## config.mk

```make
export PLATFORM = sky130hd
export DESIGN_NAME = pin_irq_unit
export DESIGN_NICKNAME = d
export VERILOG_FILES = /design/src/rtl/pin_irq_pkg.sv /design/src/rtl/pin_irq_sync.sv /design/src/rtl/pin_irq_edge.sv /design/src/rtl/pin_irq_pc_mask.sv /design/src/rtl/pin_irq_unit.sv
export SDC_FILE = /design/constraint.sdc
export NUM_CORES = 1
export LEC_CHECK = 0
export ABC_CLOCK_PERIOD_IN_PS = 1650
export BUFFER_PORTS_ARGS = -buffer_cell sky130_fd_sc_hd__buf_4
export CORE_ASPECT_RATIO = 1.2
export CORE_MARGIN = 1.5
export CORE_UTILIZATION = 45
export CTS_CLUSTER_SIZE = 40
export DETAILED_ROUTE_END_ITERATION = 8
export GPL_TIMING_DRIVEN = 0
export PLACE_DENSITY = 0.85
export SKIP_CTS_REPAIR_TIMING = 1
export SYNTH_ARGS = -nofsm -noshare
export SYNTH_HDL_FRONTEND = slang
export SYNTH_SLANG_ARGS = --single-unit
```

## constraint.sdc

```tcl
create_clock -name clk -period 1.65 [get_ports clk]
set_clock_uncertainty 0.1 [all_clocks]
set_input_delay 0.165 -clock clk [delete_from_list [all_inputs] [get_ports clk]]
set_output_delay 0.165 -clock clk [all_outputs]
set_load 0.01 [all_outputs]
```

## src/rtl/pin_irq_pkg.sv

```systemverilog
package pin_irq_pkg;
  typedef enum logic [1:0] {
    SENSE_LOW  = 2'b00,
    SENSE_ANY  = 2'b01,
    SENSE_FALL = 2'b10,
    SENSE_RISE = 2'b11
  } sense_e;

  localparam int CTRL_W = 8;
  // bits 7 and 2 are reserved and never stored
  localparam logic [CTRL_W-1:0] CTRL_WMASK = 8'h7B;
  localparam int FLAG_EXT = 0;
  localparam int FLAG_PC  = 1;
  localparam int NFLAGS   = 2;
endpackage

```

## src/rtl/pin_irq_sync.sv

```systemverilog
module pin_irq_sync #(
  parameter int W      = 6,
  parameter int STAGES = 2
) (
  input  logic         clk,
  input  logic         rst_n,
  input  logic [W-1:0] d,
  output logic [W-1:0] q
);
  logic [W-1:0] stage_q [STAGES];

  for (genvar s = 0; s < STAGES; s++) begin : g_stage
    always_ff @(posedge clk or negedge rst_n) begin
      if (!rst_n) stage_q[s] <= '1;
      else if (s == 0) stage_q[s] <= d;
      else stage_q[s] <= stage_q[(s == 0) ? 0 : s-1];
    end
  end

  assign q = stage_q[STAGES-1];
endmodule

```

## src/rtl/pin_irq_edge.sv

```systemverilog
module pin_irq_edge #(
  parameter int W = 6
) (
  input  logic         clk,
  input  logic         rst_n,
  input  logic [W-1:0] cur,
  output logic [W-1:0] chg
);
  logic [W-1:0] prev_q;

  always_ff @(posedge clk or negedge rst_n) begin
    if (!rst_n) prev_q <= '1;
    else        prev_q <= cur;
  end

  assign chg = cur ^ prev_q;
endmodule

```

## src/rtl/pin_irq_pc_mask.sv

```systemverilog
module pin_irq_pc_mask #(
  parameter int          W         = 6,
  parameter logic [W-1:0] GATE_MASK = 6'b10_0000
) (
  input  logic [W-1:0] chg,
  input  logic [W-1:0] dir,
  output logic         hit
);
  logic [W-1:0] qual;

  for (genvar i = 0; i < W; i++) begin : g_pin
    if (GATE_MASK[i]) begin : g_gated
      assign qual[i] = chg[i] & ~dir[i];
    end else begin : g_free
      assign qual[i] = chg[i] & (dir[i] | ~dir[i]);
    end
  end

  assign hit = |qual;
endmodule

```

## src/rtl/pin_irq_unit.sv

```systemverilog
module pin_irq_unit
  import pin_irq_pkg::*;
#(
  parameter int NPINS       = 6,
  parameter int SYNC_STAGES = 2,
  parameter int EXT_PIN     = 2,
  parameter int GATED_PIN   = 5
) (
  input  logic              clk,
  input  logic              rst_n,
  input  logic [NPINS-1:0]  pin_i,
  input  logic [NPINS-1:0]  pin_dir_i,
  input  logic              gie_i,
  input  logic              ext_en_i,
  input  logic              pc_en_i,
  input  logic              ctrl_we_i,
  input  logic [CTRL_W-1:0] ctrl_wdata_i,
  output logic [CTRL_W-1:0] ctrl_rdata_o,
  input  logic              flag_we_i,
  input  logic [NFLAGS-1:0] flag_wdata_i,
  input  logic              ack_ext_i,
  input  logic              ack_pc_i,
  output logic [NFLAGS-1:0] flags_o,
  output logic              ext_req_o,
  output logic              pc_req_o
);
  localparam logic [NPINS-1:0] GATE_MASK = NPINS'(1) << GATED_PIN;

  logic [CTRL_W-1:0] ctrl_q;
  logic [NPINS-1:0]  samp;
  logic [NPINS-1:0]  chg;
  logic              pc_hit;
  logic              ext_hit;
  logic [NFLAGS-1:0] set_v, clr_v, flag_q;
  sense_e            sense;

  always_ff @(posedge clk or negedge rst_n) begin
    if (!rst_n)         ctrl_q <= '0;
    else if (ctrl_we_i) ctrl_q <= ctrl_wdata_i & CTRL_WMASK;
  end

  assign sense = sense_e'(ctrl_q[1:0]);

  pin_irq_sync #(.W(NPINS), .STAGES(SYNC_STAGES)) u_sync (
    .clk(clk), .rst_n(rst_n), .d(pin_i), .q(samp)
  );

  pin_irq_edge #(.W(NPINS)) u_edge (
    .clk(clk), .rst_n(rst_n), .cur(samp), .chg(chg)
  );

  pin_irq_pc_mask #(.W(NPINS), .GATE_MASK(GATE_MASK)) u_pcmask (
    .chg(chg), .dir(pin_dir_i), .hit(pc_hit)
  );

  always_comb begin
    unique case (sense)
      SENSE_LOW:  ext_hit = ~samp[EXT_PIN];
      SENSE_ANY:  ext_hit = chg[EXT_PIN];
      SENSE_FALL: ext_hit = chg[EXT_PIN] & ~samp[EXT_PIN];
      SENSE_RISE: ext_hit = chg[EXT_PIN] & samp[EXT_PIN];
      default:    ext_hit = 1'b0;
    endcase
  end

  assign set_v[FLAG_EXT] = ext_hit;
  assign set_v[FLAG_PC]  = pc_hit;
  assign clr_v[FLAG_EXT] = ack_ext_i | (flag_we_i & flag_wdata_i[FLAG_EXT]);
  assign clr_v[FLAG_PC]  = ack_pc_i  | (flag_we_i & flag_wdata_i[FLAG_PC]);

  // a fresh event outranks a clear in the same cycle
  for (genvar f = 0; f < NFLAGS; f++) begin : g_flag
    always_ff @(posedge clk or negedge rst_n) begin
      if (!rst_n)        flag_q[f] <= 1'b0;
      else if (set_v[f]) flag_q[f] <= 1'b1;
      else if (clr_v[f]) flag_q[f] <= 1'b0;
    end
  end

  assign flags_o      = flag_q;
  assign ctrl_rdata_o = ctrl_q;
  assign ext_req_o    = gie_i & ext_en_i & flag_q[FLAG_EXT];
  assign pc_req_o     = gie_i & pc_en_i  & flag_q[FLAG_PC];
endmodule

```

==> out/metrics.yaml, run 1 <==
sta:
  rsz0062_at_grt: "false"
  setup_viol: 0
  slew_viol_final: 0
  fin_crit_sh_pct: 78.9
  min_period_ns: 1.30
  fmax_ghz: 0.768
  setup_tns_ns: 0
  holdWs_ns: 0.0533
  hold_viol: 0
critical_path:
  endpoint_kind: "primary output"
  cp_data_required_time_ns: 1.38
  crit_start: "flags_o[0]"
  cp.arrival_ns: 1.04
  reg2reg_from: "u_sync.q[2]"
  startpoint_type: "flop"
  critPathKind: "flop to primary output"
  crit_fanout: 3
detailed_routing:
  route.vias.total: 612
  via_per_inst: 4.90
  antenna_violating_nets_post_route: 0
  wl_um: 1780
  wl_per_cell_um: 14.3
  drt_iter0_markers: 9
  firstDrtPassIters: 6
  drc: 3
power:
  total_power_w: 0.00118
  p_per_area_nw_per_um2: 874
  p_leak_nw: 0.635
  peakVddDrop_mv: 0.582
status:
  run_status: "finished, violations left"
  violations: "DRC"
clock_tree:
  clk_pin_slew_worst_paths_ns: 0.12
  clock_sinks: 26
  clock_latency_ns: 0.31
  cts_buffer_depth: 2
  cts-buffers-inserted: 3
  cts-htree-levels: 1
  cts_root_buf: "clkbuf_4"
  cts_tree: "built"
floorplanning:
  die_w_um: 44.4
  ioPinCount: 43
  dieArea_sq_um: 2340
  start_util_pct: 48.8
  core-area_sq_um: 1890
  fp.dieH_um: 52.7
  rows: 17
cells_and_area:
  n_fill_cell: 136
  diodes: 0
  drive_above_1_share_pct: 58.5
  fin_nets: 138
  area_delta_synth_final_pct: 45.9
synth:
  synth_seq_area_share_pct: 72.8
  syn_inst: 56
  synth_area_leaders: "dfstp_2 (51%), dfrtp_1 (22%), mux2_4 (9.7%)"
  ys_ff_latch: 26
  syn_area_sq_um: 925
  synth.avg_cell_area_sq_um: 16.5
  synth.distinct_cells: 18
  synth_warnings: 0
  yosys.area.top_type: "dfstp_2"
  synth_top_area_share_pct: 51.2
placement:
  gp_congestion: 0.649
  place_hpwl_um: 1110
  portBuffers: 32
global_routing:
  antenna_found_initial: 0
  grt_pass1_vias: 564
  grt_pass1_wl_um: 2210
  grt_max_degree: 27
  overflow: 0
  grt_usage_pct: 13.6
job:
  maxCapViolations: 0
min_path:
  min_from: "ctrl_we_i"
  holdCritPathClass: "primary input to flop"
## kinds of logic (layout without fill, tap and decap cells)
family,after synthesis,count (layout),share of synthesized area [%]
AO/OA/AOI/OAI,4,4,3.25
multiplexers,6,6,9.74
flip-flops,26,26,72.8
AND/OR/NAND/NOR,9,9,4.87
other,1,2,0.406
buffers and inverters,4,53,3.25
XOR/XNOR,6,6,5.68
## synthesized netlist by cell type (all sizes together)
cell,number
nor2,1
conb,1
nand3b,1
inv,1
mux2,6
xnor2,5
o211a,1
xor2,1
o221ai,1
dfstp,18
dfrtp,8
nand2,4
nand4,1
and3,2
buf,3
a21oi,1
a31oi,1
## where the power goes
part / total [W] / internal (W) / switching (W) / leakage [nW]
clock: 0.000263 / 0.0000946 / 0.000168 / 0.0150
combinational: 0.000191 / 0.000124 / 0.0000666 / 0.339
sequential: 0.000726 / 0.000697 / 0.0000288 / 0.280
total: 0.00118 / 0.000916 / 0.000264 / 0.635
## worst paths after layout
| check | endpoint | slack (ns) | depth (start not counted) |
|---|---|---|---|
| worst max-delay path | ext_req_o | 0.35 | 2 |
| worst min-delay path | ctrl_rdata_o[3] | 0.05 | 2 |
| worst max register to register | flags_o[1] | 0.48 | 3 |
| worst min register to register | u_sync.q[5] | 0.26 | 0 |
| max in group asynchronous | u_edge.prev_q[0] | 1.00 | 2 |
| min in group asynchronous | ctrl_rdata_o[5] | 0.16 | 2 |
## metal layers
layer / track usage (%) / vias to the layer above / wire, um
met5: 0 / - / 0
met4: 9.09 / 0 / 36
li1: - / 283 / -
met1: 13.3 / 299 / 587
met3: 2.41 / 5 / 117
met2: 25.2 / 25 / 1040
## stage by stage
stage,cell area [sq um],utilization (%),instances,setup WS (ns)
6_report,1350,71.2,125,0.348
5_1_grt,1350,71.2,125,0.302
4_1_cts,1220,64.4,112,0.345
3_5_place_dp,1190,63.0,108,0.504
3_3_place_gp,1190,63.0,108,0.512
2_1_floorplan,928,-,57,0.550
## cell type report
| type | count | area (sq um) | share of cell area (%) |
|---|---|---|---|
| plain buffers | 3 | 26.3 | 1.95 |
| multi-input cells | 27 | 225 | 16.7 |
| inverters | 1 | 3.75 | 0.278 |
| well taps | 19 | 23.8 | 1.76 |
| flip-flops and latches | 26 | 673 | 49.9 |
| clock buffers | 4 | 26.3 | 1.95 |
| repair buffers | 45 | 370 | 27.5 |
## critical path: stages, from the launching register on
cell,delay [ns]
dfrtp_1,0.41
and3_1,0.18
buf_4,0.14
## registers in the layout (all words and copies together) (netlist names)
signal          count
ctrl_rdata_o        6
flags_o             2
u_edge.prev_q       6
u_sync.q            6
u_sync.stage_q      6
## layout by cell type, fill, tap and decap left out
cell type,instances
a21oi_1,1
a31oi_1,1
and3_1,2
buf_4,34
buf_6,1
clkbuf_1,1
clkbuf_4,3
conb_1,2
dfrtp_1,8
dfstp_2,18
dlygate4sd3_1,13
inv_1,1
mux2_4,6
nand2_1,4
nand3b_1,1
nand4_1,1
nor2_1,1
o211a_1,1
o221ai_1,1
xnor2_1,5
xor2_1,1
Power figures use the tool's default switching activity.
==> run 2: changes to the inputs <==
--- a/config.mk
+++ b/config.mk
@@ -5,7 +5,8 @@
 export SDC_FILE = /design/constraint.sdc
 export NUM_CORES = 1
 export LEC_CHECK = 0
-export ABC_CLOCK_PERIOD_IN_PS = 1650
+export ABC_AREA = 1
+export ABC_CLOCK_PERIOD_IN_PS = 1400
 export BUFFER_PORTS_ARGS = -buffer_cell sky130_fd_sc_hd__buf_4
 export CORE_ASPECT_RATIO = 1.2
 export CORE_MARGIN = 1.5
@@ -13,7 +14,7 @@
 export CTS_CLUSTER_SIZE = 40
 export DETAILED_ROUTE_END_ITERATION = 8
 export GPL_TIMING_DRIVEN = 0
-export PLACE_DENSITY = 0.85
+export PLACE_DENSITY = 0.84
 export SKIP_CTS_REPAIR_TIMING = 1
 export SYNTH_ARGS = -nofsm -noshare
 export SYNTH_HDL_FRONTEND = slang
==> constraint.sdc (replaced) <==
create_clock -name clk -period 1.4 [get_ports clk]
set_clock_uncertainty 0.1 [all_clocks]
set_input_delay 0.14 -clock clk [delete_from_list [all_inputs] [get_ports clk]]
set_output_delay 0.14 -clock clk [all_outputs]
set_load 0.01 [all_outputs]
==> run 2 against run 1 <==
  * The flow now finishes without violations
  * Largest power group unchanged
  * Sequential share of layout area is 2.4 points lower
  * Setup slack worse by 0.21 ns
  * Synthesized cell count is 29% higher
  * Largest cell class unchanged
  * First-iteration DRC count stayed put
  * Non-clock buffer count is 1 higher
  * Clock-buffer cell count stayed put
  * Highest routed layer unchanged
==> out/metrics.yaml, run 2 <==
status:
  run_status: "finished, final reports clean"
synth:
  synth_top_area_share_pct: 49.2
  synth_area_leaders: "dfstp_2 (49%), dfrtp_1 (21%), mux2_4 (9.4%)"
  synth_ff_type: "dfstp_2"
  synth_seq_area_share_pct: 70.1
  ys_ff_latch: 26
  yosys.area.top_type: "dfstp_2"
  synth_edf_count: 0
  synth.avg_cell_area_sq_um: 13.3
  synth_warnings: 0
  synth_most_common_cell: "dfstp_2"
  synth.distinct_cells: 15
  synthTopCellsByCount: "dfstp_2 (18), nand2_1 (15), dfrtp_1 (8)"
  syn_inst: 72
  syn_area_sq_um: 961
  ys_async_sr_fraction_pct: 100
detailed_routing:
  drc: 0
  drt_iter0_markers: 9
  wl_met3_um: 107
  wl_um: 1650
  via_per_inst: 4.60
  routed-wl-met2_um: 902
  firstDrtPassIters: 4
  wirelength_met1_um: 630
  antenna_violating_nets_post_route: 0
  wl_per_cell_um: 11.5
  dr.max_layer_used: "met4"
  route.vias.total: 658
clock_tree:
  cts_buffer_depth: 2
  clk_pin_slew_worst_paths_ns: 0.12
  cts-buffers-inserted: 3
  cts_tree: "built"
  clock_sinks: 26
  clock_latency_ns: 0.30
  cts_root_buf: "clkbuf_4"
  cts-htree-levels: 1
placement:
  portBuffers: 32
  place_hpwl_um: 1180
  gp_congestion: 0.592
  place_ws_ns: 0.294
min_path:
  holdCritPathClass: "primary input to flop"
  min_from: "ctrl_we_i"
critical_path:
  cp_top_family: "flip-flops"
  cp.arrival_ns: 1.03
  endpoint_kind: "primary output"
  reg2reg_from: "u_sync.q[2]"
  startpoint_type: "flop"
  crit_fanout: 3
  slowest_stage: "dfrtp_1"
  critical-path-max-stage-delay_ns: 0.41
  crit_buf_inv: 1
  path_cells: "and3_1, buf_4"
  crit_start: "flags_o[0]"
  critPathKind: "flop to primary output"
  cp_data_required_time_ns: 1.16
cells_and_area:
  area_delta_synth_final_pct: 47.5
  mostFrequentLayoutCells: "buf_4 (34), dfstp_2 (18), nand2_1 (15)"
  diodes: 0
  drive_above_1_share_pct: 51.2
  layout_commonest_cell: "buf_4"
  fin_nets: 155
job:
  maxCapViolations: 0
sta:
  setup_tns_ns: 0
  setup_viol: 0
  hold_viol: 0
  fmax_ghz: 0.790
  fin_crit_sh_pct: 90.4
  rsz0062_at_grt: "false"
  min_period_ns: 1.27
  holdWs_ns: 0.0299
  slew_viol_final: 0
  setup_slack_ns: 0.135
global_routing:
  grt_max_degree: 27
  overflow: 0
  grt_usage_pct: 13.9
  grt_pass1_vias: 580
  antenna_found_initial: 0
  grt_pass1_wl_um: 2330
floorplanning:
  die_w_um: 45.2
  start_util_pct: 47.4
  core-area_sq_um: 2030
  fp.dieH_um: 53.6
  ioPinCount: 43
  rows: 18
  dieArea_sq_um: 2420
power:
  p_per_area_nw_per_um2: 1050
  p_leak_nw: 0.697
  peakVddDrop_mv: 0.846
[run 2: changes by cell type in the layout (fill, tap and decap cells not counted), sizes merged, moves of 2 or more]
| cell | before | now |
|---|---|---|
| nand2 | 4 | 15 |
| inv | 1 | 6 |
| nor2 | 1 | 4 |
| nand3 | 0 | 2 |
| xnor2 | 5 | 3 |
[run 2: metal layers]
metal / up-vias / track usage [%]
li1: 323 / -
met1: 304 / 14.9
met2: 29 / 25.5
met3: 2 / 3.36
met4: 0 / 5.88
met5: - / 0
[run 2: stage by stage]
step	total power [W]	utilization (%)	cells	area [sq um]
5_1_grt	0.00158	69.9	143	1420
6_report	0.00149	69.9	143	1420
3_3_place_gp	0.00105	60.7	125	1230
3_5_place_dp	0.00106	60.7	125	1230
2_1_floorplan	0.000946	-	73	965
4_1_cts	0.00148	63.0	129	1280
[run 2: cell families (layout without fill, tap and decap cells)]
kind of cell	after synthesis	in the layout	share of synthesized area, %
compound gates	2	2	1.04
xor+xnor	3	3	2.73
buf+inv	9	59	5.08
flops	26	26	70.1
mux	6	6	9.38
other cells	1	2	0.390
simple gates	25	25	11.3
[run 2: layout make-up]
type                       count  area (sq um)
sequential                    26           673
fill                         143           609
timing repair buffer          46           380
multi-input combinational     38           243
clock buffer                   4          47.5
buffer                         3          26.3
tap                           20          25.0
inverter                       6          22.5
[run 2: final timing paths]
check                      slack, ns          endpoint  cells after the start
min                             0.03   ctrl_rdata_o[1]                      2
max in group asynchronous       0.76  u_edge.prev_q[2]                      2
max reg2reg                     0.29        flags_o[1]                      4
min in group asynchronous       0.16   ctrl_rdata_o[4]                      2
max                             0.13         ext_req_o                      2
min reg2reg                     0.27       u_sync.q[5]                      0
[run 2: power breakdown]
part           switching [W]  internal, W
combinational      0.0000819     0.000146
clock               0.000196     0.000218
sequential         0.0000315     0.000821
